===== config.mk =====
export PLATFORM = sky130hd
export DESIGN_NAME = sp_unit
export DESIGN_NICKNAME = d
export VERILOG_FILES = /design/src/rtl/sp_pkg.sv /design/src/rtl/sp_fsm.sv /design/src/rtl/sp_ptr_reg.sv /design/src/rtl/sp_view.sv /design/src/rtl/sp_unit.sv
export SDC_FILE = /design/constraint.sdc
export NUM_CORES = 1
export LEC_CHECK = 0
export ABC_AREA = 0
export BUFFER_PORTS_ARGS = -buffer_cell sky130_fd_sc_hd__buf_2
export CAP_MARGIN = 10
export CORE_MARGIN = 3
export CORE_UTILIZATION = 39
export CTS_CLUSTER_SIZE = 14
export DETAILED_ROUTE_END_ITERATION = 10
export GPL_TIMING_DRIVEN = 0
export PLACE_DENSITY = 0.69
export SLEW_MARGIN = 30
export SYNTH_ARGS = -nofsm -noshare
export SYNTH_HDL_FRONTEND = slang
export SYNTH_SLANG_ARGS = --single-unit
export TNS_END_PERCENT = 100

===== constraint.sdc =====
create_clock -name clk -period 2.97 [get_ports clk]
set_input_delay 0.4455 -clock clk [delete_from_list [all_inputs] [get_ports clk]]
set_output_delay 0.4455 -clock clk [all_outputs]
set_load 0.005 [all_outputs]

===== src/rtl/sp_pkg.sv =====
package sp_pkg;
    localparam int BYTE_W = 8;
    localparam int ADDR_W = 16;

    // Operation codes presented by the core
    localparam logic [2:0] OP_NONE      = 3'd0;
    localparam logic [2:0] OP_PUSH_DATA = 3'd1;
    localparam logic [2:0] OP_POP_DATA  = 3'd2;
    localparam logic [2:0] OP_PUSH_RET  = 3'd3;
    localparam logic [2:0] OP_POP_RET   = 3'd4;

    typedef enum logic [1:0] {
        ST_IDLE        = 2'd0,
        ST_PUSH_SECOND = 2'd1,
        ST_POP_SECOND  = 2'd2
    } stk_state_e;

    typedef enum logic [1:0] {
        ADJ_HOLD = 2'd0,
        ADJ_DEC  = 2'd1,
        ADJ_INC  = 2'd2
    } adj_e;
endpackage


===== src/rtl/sp_fsm.sv =====
module sp_fsm
    import sp_pkg::*;
(
    input  logic       clk,
    input  logic       rst_n,
    input  logic [2:0] op,
    input  logic       io_req,
    output adj_e       adj,
    output logic       addr_plus1,
    output logic       mem_valid,
    output logic       mem_write,
    output logic       mem_hi,
    output logic       busy
);
    stk_state_e state_q, state_d;

    always_ff @(posedge clk or negedge rst_n) begin
        if (!rst_n) state_q <= ST_IDLE;
        else        state_q <= state_d;
    end

    always_comb begin
        state_d = state_q;
        unique case (state_q)
            ST_IDLE: begin
                if (!io_req) begin
                    if (op == OP_PUSH_RET)     state_d = ST_PUSH_SECOND;
                    else if (op == OP_POP_RET) state_d = ST_POP_SECOND;
                end
            end
            ST_PUSH_SECOND: state_d = ST_IDLE;
            ST_POP_SECOND:  state_d = ST_IDLE;
            default:        state_d = ST_IDLE;
        endcase
    end

    always_comb begin
        adj        = ADJ_HOLD;
        addr_plus1 = 1'b0;
        mem_valid  = 1'b0;
        mem_write  = 1'b0;
        mem_hi     = 1'b0;
        busy       = 1'b0;
        unique case (state_q)
            ST_IDLE: begin
                if (!io_req) begin
                    case (op)
                        OP_PUSH_DATA, OP_PUSH_RET: begin
                            adj       = ADJ_DEC;
                            mem_valid = 1'b1;
                            mem_write = 1'b1;
                        end
                        OP_POP_DATA: begin
                            adj        = ADJ_INC;
                            addr_plus1 = 1'b1;
                            mem_valid  = 1'b1;
                        end
                        OP_POP_RET: begin
                            adj        = ADJ_INC;
                            addr_plus1 = 1'b1;
                            mem_valid  = 1'b1;
                            mem_hi     = 1'b1;
                        end
                        default: ;
                    endcase
                end
            end
            ST_PUSH_SECOND: begin
                adj       = ADJ_DEC;
                mem_valid = 1'b1;
                mem_write = 1'b1;
                mem_hi    = 1'b1;
                busy      = 1'b1;
            end
            ST_POP_SECOND: begin
                adj        = ADJ_INC;
                addr_plus1 = 1'b1;
                mem_valid  = 1'b1;
                busy       = 1'b1;
            end
            default: ;
        endcase
    end
endmodule


===== src/rtl/sp_ptr_reg.sv =====
module sp_ptr_reg
    import sp_pkg::*;
#(
    parameter int SP_BITS = 12
) (
    input  logic               clk,
    input  logic               rst_n,
    input  adj_e               adj,
    input  logic               wr_lo,
    input  logic               wr_hi,
    input  logic [BYTE_W-1:0]  wdata,
    output logic [SP_BITS-1:0] sp
);
    localparam logic [SP_BITS-1:0] ONE = SP_BITS'(1);

    logic [SP_BITS-1:0] sp_q;
    logic [SP_BITS-1:0] loaded;

    generate
        if (SP_BITS > BYTE_W) begin : g_two_bytes
            always_comb begin
                loaded = sp_q;
                if (wr_lo) loaded[BYTE_W-1:0] = wdata;
                if (wr_hi) loaded[SP_BITS-1:BYTE_W] = wdata[SP_BITS-BYTE_W-1:0];
            end
        end else begin : g_low_only
            logic unused_hi;
            assign unused_hi = wr_hi;
            always_comb begin
                loaded = sp_q;
                if (wr_lo) loaded = wdata[SP_BITS-1:0];
            end
        end
    endgenerate

    always_ff @(posedge clk or negedge rst_n) begin
        if (!rst_n) begin
            sp_q <= '1;
        end else if (wr_lo || wr_hi) begin
            sp_q <= loaded;
        end else begin
            case (adj)
                ADJ_DEC: sp_q <= sp_q - ONE;
                ADJ_INC: sp_q <= sp_q + ONE;
                default: ;
            endcase
        end
    end

    assign sp = sp_q;
endmodule


===== src/rtl/sp_view.sv =====
module sp_view
    import sp_pkg::*;
#(
    parameter int SP_BITS = 12
) (
    input  logic [SP_BITS-1:0] sp,
    input  logic               addr_plus1,
    output logic [ADDR_W-1:0]  mem_addr,
    output logic [BYTE_W-1:0]  rd_lo,
    output logic [BYTE_W-1:0]  rd_hi,
    output logic               hi_present
);
    localparam logic [SP_BITS-1:0] ONE = SP_BITS'(1);

    logic [SP_BITS-1:0] sp_next;
    assign sp_next  = sp + ONE;
    assign mem_addr = ADDR_W'(addr_plus1 ? sp_next : sp);
    assign rd_lo    = sp[BYTE_W-1:0];

    generate
        if (SP_BITS > BYTE_W) begin : g_hi
            assign rd_hi      = BYTE_W'(sp[SP_BITS-1:BYTE_W]);
            assign hi_present = 1'b1;
        end else begin : g_no_hi
            assign rd_hi      = '0;
            assign hi_present = 1'b0;
        end
    endgenerate
endmodule


===== src/rtl/sp_unit.sv =====
module sp_unit
    import sp_pkg::*;
#(
    parameter int SP_BITS = 12
) (
    input  logic        clk,
    input  logic        rst_n,
    input  logic [2:0]  stk_op,
    input  logic        io_wr_lo,
    input  logic        io_wr_hi,
    input  logic [7:0]  io_wdata,
    output logic [7:0]  io_rd_lo,
    output logic [7:0]  io_rd_hi,
    output logic        hi_present,
    output logic [15:0] mem_addr,
    output logic        mem_valid,
    output logic        mem_write,
    output logic        mem_ret_hi,
    output logic        busy
);
    adj_e               adj;
    logic               addr_plus1;
    logic               io_req;
    logic               wr_lo_g;
    logic               wr_hi_g;
    logic [SP_BITS-1:0] sp;

    assign io_req  = io_wr_lo | io_wr_hi;
    assign wr_lo_g = io_wr_lo & ~busy;
    assign wr_hi_g = io_wr_hi & ~busy;

    sp_fsm u_fsm (
        .clk        (clk),
        .rst_n      (rst_n),
        .op         (stk_op),
        .io_req     (io_req),
        .adj        (adj),
        .addr_plus1 (addr_plus1),
        .mem_valid  (mem_valid),
        .mem_write  (mem_write),
        .mem_hi     (mem_ret_hi),
        .busy       (busy)
    );

    sp_ptr_reg #(.SP_BITS(SP_BITS)) u_ptr (
        .clk   (clk),
        .rst_n (rst_n),
        .adj   (adj),
        .wr_lo (wr_lo_g),
        .wr_hi (wr_hi_g),
        .wdata (io_wdata),
        .sp    (sp)
    );

    sp_view #(.SP_BITS(SP_BITS)) u_view (
        .sp         (sp),
        .addr_plus1 (addr_plus1),
        .mem_addr   (mem_addr),
        .rd_lo      (io_rd_lo),
        .rd_hi      (io_rd_hi),
        .hi_present (hi_present)
    );
endmodule


Word-level counts from Yosys, hierarchy flattened
Cells that the tools add are included.

word-level totals
  register bits = 14
  input port bits = 15
  output and inout port bits = 37
  word-level logic and storage cells = 56

cells by class
  add/sub/neg operators = 2
  equal/unequal tests = 12
  muxes and demuxes = 25
  bitwise operators = 4
  reduce and logical (&&, ||, !) cells = 10

operators with widths
  cell                   number
  $mux 12                2
  $pmux 12 s2            1
  $add 12x1->12 const B  1
  $sub 12x1->12 const B  1
  $mux 2                 5
  $mux 1                 9
  $mux 8                 1
  $pmux 1 s2             4
  $eq 3x2->1 const B     2
  $pmux 2 s3             1
  $reduce_and 2->1       3
  $reduce_or 2->1        3
  $eq 2x1->1 const B     2
  $eq 2x2->1 const B     2
  $mux 4                 1
  $ne 2x1->1 const B     2
  $pmux 2 s2             1
  $reduce_or 4->1        1
  $eq 3x1->1 const B     1
  $eq 3x3->1 const B     1
  $ne 3x1->1 const B     1
  $reduce_bool 3->1      1
  $and 1x1->1            2
  $logic_not 2->1        1
  other kinds (4)        4

Depth between registers and ports, before layout
Gate-level depths: netlist of run 1.

  word-level depth = 8
  mapped depth = 9
  depth with buffers taken out = 8

Hierarchy
Synthesis of run 1 repeated with hierarchy kept, for this count alone.

second synthesis, totals
  cell total of the unflattened synthesis = 202
  area, all modules = 1767.9 um^2

by module, submodules not included
  module      times used  cells an instance  area an instance (um^2)  seq. area each (um^2)
  sp_ptr_reg  1           114                1077.3                   315.3
  sp_view     1           54                 407.9                    0.0
  sp_fsm      1           31                 260.2                    50.0
  sp_unit     1           3                  22.5                     0.0

Worst setup path after synthesis of run 1
OpenSTA, ideal clock, no wires.

  path kind = flip-flop to flip-flop
  from = register u_fsm.state_q[1]
  to = register u_ptr.sp_q[11] (netlist: u_ptr.sp[11])
  library setup time = 86 ps
  data arrival time = 2504 ps
  data required time = 2884 ps
  slack = 380 ps
  stages on the path, launching flop included = 9
  buffers on the path = 0
  clock period less this slack = 2590 ps
  path through = dfrtp_1 inv_1 ha_1 or3b_4 o31a_1 or3_1 or4_1 and3_1 o221ai_1

between the ends
  word-level cells in the longest chain between the ends = 8
  elaborated cells between the ends (all ways) = 17
  those cells by class = eq/ne (5); mux (4); bitwise (3); reduce/logical (5)

ends and longest elaborated chain
  what                                                       line                          RTL
  start, declared                                            sp_fsm.sv:15                  stk_state_e state_q, state_d;
  start signal, assigned                                     sp_fsm.sv:19                  else state_q <= state_d;
  $eq 2x1->1 or $eq 2x2->1 (tied branches)                   sp_fsm.sv:44                  unique case (state_q)
  $reduce_or 2->1 (no line)                                  n/a
  $mux 1                                                     sp_fsm.sv:44
  $not 1->1                                                  sp_unit.sv:29, sp_unit.sv:30
  $and 1x1->1 (on tied branches)                             sp_unit.sv:29, sp_unit.sv:30
  $logic_or 1x1->1                                           sp_ptr_reg.sv:39              end else if (wr_lo || wr_hi) begin
  $ne 2x1->1 (no line) or $reduce_bool 3->1 (tied branches)  n/a
  $reduce_and 2->1 (no line)                                 n/a
  end signal, assigned                                       sp_ptr_reg.sv:40              sp_q <= loaded;
  end signal, assigned                                       sp_ptr_reg.sv:43              ADJ_DEC: sp_q <= sp_q - ONE;
  end signal, assigned                                       sp_ptr_reg.sv:44              ADJ_INC: sp_q <= sp_q + ONE;
  end, declared                                              sp_ptr_reg.sv:16              logic [SP_BITS-1:0] sp_q;

Several ways; a longest one is shown, not always the timed one.
A chain may end at the register's enable or synchronous reset.

Final worst setup path of run 1
  from = register u_fsm.state_q[1]
  to = output mem_addr[11]

between the ends
  word-level cells in the longest chain between the ends = 3
  elaborated cells between the ends (all ways) = 4
  those cells by class = eq/ne (1); mux (2); reduce/logical (1)

ends and longest elaborated chain
  what                                           line           RTL
  $eq 2x2->1 or $logic_not 2->1 (tied branches)  sp_fsm.sv:44
  $pmux 1 s2 (*)                                 sp_fsm.sv:44
  $mux 12 (*)                                    sp_view.sv:17  assign mem_addr = ADDR_W'(addr_plus1 ? sp_next : sp);
  end, declared                                  sp_unit.sv:15  output logic [15:0] mem_addr,

Every way passes the cells marked *; elsewhere a longest branch is shown, timed or not.

==> results.sh, run 1 <==
export IMPL_num_rows=22
export IMPL_vias=1803
export IMPL_ys_ff_latch=14
export IMPL_die_y_um=70.90
export IMPL_finalHoldViolations=0
export IMPL_cp_max_fo=8
export IMPL_grt_pass1_wl_um=7686
export IMPL_clk_path_buf_depth=2
export IMPL_die_area_sq_mm=0.005027
export IMPL_gr_total_overflow=0
export IMPL_yosysSeqAreaShare_pct=22.24
export IMPL_cp_start_kind="flip-flop"
export IMPL_wire_per_inst_um=14.92
export IMPL_area_delta_synth_final_pct=24.14
export IMPL_htree_levels=1
export IMPL_viasPerCell=5.634
export IMPL_skew_ns=0.004573
export IMPL_synth_area_leaders="dfstp_2 (19%), nor2_1 (6.2%), nand2_1 (5.3%), xor2_1 (4.8%), ha_1 (4.6%)"
export IMPL_syn_avg_cell_area_sq_um=7.501
export IMPL_slew_violations=0
export IMPL_endpoint_kind="output port"
export IMPL_layout_commonest_cell="buf_2"
export IMPL_ant_nets=0
export IMPL_layout_drive_gt1_share_pct=33.46
export IMPL_ys_types=56
export IMPL_final_cell_mix="buf_2 (45), nor2_1 (26), nand2_1 (22)"
export IMPL_multi_input_area_sq_mm=0.001202
export IMPL_tritoncts="built"
export IMPL_fmax_mhz=348.6
export IMPL_portBuffers=41
export IMPL_drc=0
export IMPL_power_mw=1.965
export IMPL_antenna_found_initial=0
export IMPL_rsz0062_at_grt="false"
export IMPL_finalSetupViolations=0
export IMPL_mappedNetlistArea_sq_mm=0.001643
export IMPL_start_util_pct=42.63
export IMPL_path_class="reg -> out"
export IMPL_synth_flop_cell="dfstp_2"
export IMPL_grt_max_degree=15
export IMPL_antenna_cells=0
export IMPL_relSlewSlack_pct=41.41
export IMPL_die_w_um=70.90
export IMPL_leakagePower_nw=0.8857
export IMPL_clk_pin_slew_ns=0.06
export IMPL_ir_worst_vdd_mv=0.3397
export IMPL_hold_path_class="in -> async"
export IMPL_yosysWarnings=0
export IMPL_root_buffer="clkbuf_8"
export IMPL_power_density_mw_per_mm2=963.6
export IMPL_outcome="complete, no violations"
export IMPL_nFillCells=410
export IMPL_min_period_over_period_pct=96.59
export IMPL_gr_usage_all_layers_pct=18.81
export IMPL_drt_wl_total_um=4773
export IMPL_period_needed_ns=2.869
export IMPL_postSynthCellCount=219
export IMPL_async_flop_share_pct=100.0
export IMPL_first_pass_iters=4
export IMPL_clock_sinks=14
export IMPL_placed_area_sq_mm=0.001934
export IMPL_hpwl_um=3627
export IMPL_fin_nets=294
export IMPL_coreArea_sq_mm=0.003854
export IMPL_cts_inserted_buffers=3
export IMPL_insertion_delay_ns=0.25
export IMPL_grt_pass1_vias=1671
export IMPL_fin_hold_ws_ns=0.08996
export IMPL_place_congestion=0.8913
export IMPL_worst_pin_slew_ns=0.8708
export IMPL_dp_cells=315
export IMPL_postLayoutCoreUtil_pct=52.92
export IMPL_fin_cells=320
export IMPL_max_cap_violations=0
export IMPL_synth_edff_count=0
export IMPL_yosysTopAreaCellShare_pct=19.19
export IMPL_final_area_sq_mm=0.002039
export IMPL_io_pins=52
export IMPL_arrival_ns=2.42
export IMPL_drt_initial_drc_count=253
export IMPL_cp_required_ns=2.52
export IMPL_yosys_area_top_type="dfstp_2"
export IMPL_hold_buffers=0
export IMPL_regArea_sq_um=367.9
-- critical path: stages, from the launching register on --
cell	delay [ns]
dfrtp_2	0.45
inv_2	0.13
ha_2	0.22
or3b_4	0.42
nor3_4	0.26
nor2_2	0.14
nor3_2	0.19
xor2_1	0.21
buf_2	0.15
-- stage by stage --
stage / worst slack (ns) / TNS, ns
5_1_grt: 0.003003 / 0
6_report: 0.1012 / 0
2_1_floorplan: 0.3798 / 0
3_3_place_gp: -0.01231 / -0.01560
3_5_place_dp: 0.03806 / 0
4_1_cts: 0.01355 / 0
-- flip-flops by register name, indices dropped and copies added, names as in the netlist --
name,cells
u_fsm.state_q,2
u_ptr.sp,12
-- worst paths after layout --
kind | start | endpoint | slack, ns | cells after the start
min in group clk | io_wdata[0] | u_ptr.sp[0] | 0.47 | 3
min | rst_n | u_fsm.state_q[0] | 0.09 | 1
min reg2reg | u_ptr.sp[5] | u_ptr.sp[5] | 0.56 | 2
max reg2reg | u_fsm.state_q[1] | u_ptr.sp[11] | 0.17 | 8
max in group asynchronous | rst_n | u_ptr.sp[1] | 2.59 | 1
max | u_fsm.state_q[1] | mem_addr[11] | 0.10 | 8
-- cell families after synthesis --
group	Yosys count	synth area share, %
flops	14	22.24
simple gates	92	27.27
xor+xnor	15	7.997
other cells	2	0.4571
compound gates	60	26.89
fa+ha+maj	6	4.570
mux	3	1.980
buf+inv	27	8.606
-- cells in the mapped netlist (4+ instances only) --
master,n
nand4_1,4
a31oi_1,6
buf_4,9
o21ai_0,10
xnor2_1,6
inv_1,6
dfstp_2,12
ha_1,6
nand2_1,23
buf_2,4
o22a_1,4
a21oi_1,7
nor3_1,6
clkbuf_1,7
nand3_1,9
xor2_1,9
nor2_1,27
-- what timing repair did --
item,in CTS,in global routing
resized for setup,3,11
buffers inserted,0,1
hold endpoints to repair,0,0
setup endpoints to repair,9,16
pin swaps,0,1
-- routing by layer --
layer | routed length (um) | track usage [%] | vias to the layer above
met5 | 0 | 0 | -
met4 | 80 | 7.724 | 0
met3 | 372 | 4.119 | 8
met2 | 2278 | 29.45 | 78
met1 | 2041 | 25.02 | 820
li1 | - | - | 897
-- report_power, final --
part	leakage (nW)	total, mW	internal (mW)	switching (mW)
clock	0.0288	0.192	0.118	0.0747
sequential	0.150	0.457	0.345	0.112
combinational	0.707	1.32	0.557	0.759
-- area by class of cell --
type | instances | share of cell area [%]
Clock buffer | 4 | 2.699
Multi-Input combinational cell | 185 | 58.96
Sequential cell | 14 | 18.04
Timing Repair Buffer | 42 | 10.43
Inverter | 6 | 1.104
Tap cell | 48 | 2.945
Buffer | 21 | 5.828
Power figures use the tool's default switching activity.
==> run 2, diff against run 1 <==
REMOVE_ABC_BUFFERS = 1   (was default)
clock period = 3 ns   (was 2.97 ns; I/O delays follow)
==> results.sh, run 2 (synthesis gave the netlist of run 1 again) <==
export IMPL_outcome="complete, no violations"
export IMPL_worst_slack_ns=0.1875
export IMPL_cp_required_ns=2.55
export IMPL_grt_max_degree=19
export IMPL_multi_input_area_sq_mm=0.001205
export IMPL_grt_pass1_vias=1553
export IMPL_path_cells="inv_2 -> ha_2 -> or3b_4 -> nor3_4 -> nor2_2 -> nor3_2 -> xor2_1 -> buf_2"
export IMPL_area_delta_synth_final_pct=16.22
export IMPL_start_util_pct=42.63
export IMPL_drc=0
export IMPL_htree_levels=1
export IMPL_ant_nets=0
export IMPL_layout_commonest_cell="buf_2"
export IMPL_path_class="reg -> out"
export IMPL_hold_buffers=0
export IMPL_place_congestion=0.8915
export IMPL_num_rows=22
export IMPL_portBuffers=42
export IMPL_final_cell_mix="buf_2 (42), nor2_1 (26), nand2_1 (22)"
export IMPL_min_period_over_period_pct=93.75
export IMPL_power_density_mw_per_mm2=974.4
export IMPL_grt_pass1_wl_um=7486
export IMPL_postLayoutCoreUtil_pct=49.55
export IMPL_nFillCells=393
export IMPL_vias=1758
export IMPL_fmax_mhz=355.6
export IMPL_fin_cells=299
export IMPL_root_buffer="clkbuf_8"
export IMPL_power_mw=1.860
export IMPL_max_stage_delay_ns=0.45
export IMPL_finalSetupViolations=0
export IMPL_leakagePower_nw=0.8021
export IMPL_hpwl_um=3373
export IMPL_relSlewSlack_pct=47.04
export IMPL_die_y_um=70.90
export IMPL_coreArea_sq_mm=0.003854
export IMPL_arrival_ns=2.36
export IMPL_viasPerCell=5.880
export IMPL_r2r_end="u_ptr.sp[11]"
export IMPL_hold_path_class="in -> async"
export IMPL_finalHoldViolations=0
export IMPL_skew_ns=0.001004
export IMPL_critPathSlowestCell="dfrtp_1"
export IMPL_cp_start_kind="flip-flop"
export IMPL_reg2reg_from="u_fsm.state_q[1]"
export IMPL_period_needed_ns=2.812
export IMPL_cp_max_fo=8
export IMPL_io_pins=52
export IMPL_gr_total_overflow=0
export IMPL_critical_path_buf_inv_count=2
export IMPL_tritoncts="built"
export IMPL_r2r_cells=8
export IMPL_largest_reg_flops=12
export IMPL_insertion_delay_ns=0.25
export IMPL_die_w_um=70.90
export IMPL_regArea_sq_um=366.6
export IMPL_dp_cells=295
export IMPL_first_pass_iters=4
export IMPL_rsz0062_at_grt="false"
export IMPL_drt_wl_total_um=4597
export IMPL_fin_nets=273
export IMPL_slew_violations=0
export IMPL_antenna_found_initial=0
export IMPL_clock_sinks=14
export IMPL_ir_worst_vdd_mv=0.4458
export IMPL_worst_pin_slew_ns=0.7914
export IMPL_antenna_cells=0
export IMPL_cts_setup_buffers=0
export IMPL_die_area_sq_mm=0.005027
export IMPL_rrSetupSlack_ns=0.20
export IMPL_pre_cts_ws_ns=0.06636
export IMPL_crit_family="simple AND/OR/NAND/NOR gates"
export IMPL_clk_path_buf_depth=2
export IMPL_endpoint_kind="output port"
export IMPL_gr_usage_all_layers_pct=18.06
export IMPL_wire_per_inst_um=15.37
export IMPL_clk_pin_slew_ns=0.06
export IMPL_layout_drive_gt1_share_pct=29.08
export IMPL_drt_initial_drc_count=247
export IMPL_max_cap_violations=0
export IMPL_cts_inserted_buffers=3
## run 2: cell count changes in the layout (fill, tap and decap cells not counted), sizes merged
cell    delta
buf       -13
clkbuf     -8
## run 2: layout make-up
type                       count  share of cell area [%]
clock buffer                   4                   2.359
timing repair buffer          42                   11.01
inverter                       6                   1.180
multi-input combinational    185                   63.11
sequential                    14                   19.20
tap                           48                   3.145
## run 2: worst max path at each step
| stage | start | end | slack [ns] | cells after the start |
|---|---|---|---|---|
| after floorplan | u_fsm.state_q[1] | u_ptr.sp[11] | 0.41 | 8 |
| after global placement | u_fsm.state_q[1] | u_ptr.sp[1] | -0.13 | 7 |
| after detailed placement | u_fsm.state_q[1] | mem_addr[11] | 0.07 | 8 |
| after CTS | u_fsm.state_q[0] | mem_addr[11] | 0.04 | 8 |
| after global routing | u_fsm.state_q[1] | u_ptr.sp[11] | 0.02 | 8 |
| final | u_fsm.state_q[1] | mem_addr[11] | 0.19 | 8 |
## run 2: stage by stage
stage               hold slack [ns]  TNS [ns]  area, sq um
finish                       0.1055         0         1909
global route                 0.1252         0         1909
CTS                          0.1058         0         1883
detailed placement           0.3744         0         1831
global placement             0.3686   -0.3026         1821
floorplan                    0.1544         0         1550
## run 2: routing by layer
metal | global-route usage, % | up-vias | share of wire, %
li1 | - | 855 | -
met1 | 25.67 | 828 | 44
met2 | 28.42 | 71 | 47
met3 | 3.977 | 4 | 7.5
met4 | 3.132 | 0 | 0.63
met5 | 0 | - | 0
## run 2: repair_timing
action,CTS,global route
endpoints found under the setup margin,8,12
cloned,0,0
endpoints found under the hold margin,0,0
resized for setup,3,6
## run 2: power by group
group | switching (mW) | internal, mW | leakage, nW
combinational | 0.623 | 0.510 | 0.628
clock | 0.0705 | 0.0941 | 0.0228
sequential | 0.216 | 0.347 | 0.151
total | 0.909 | 0.951 | 0.802
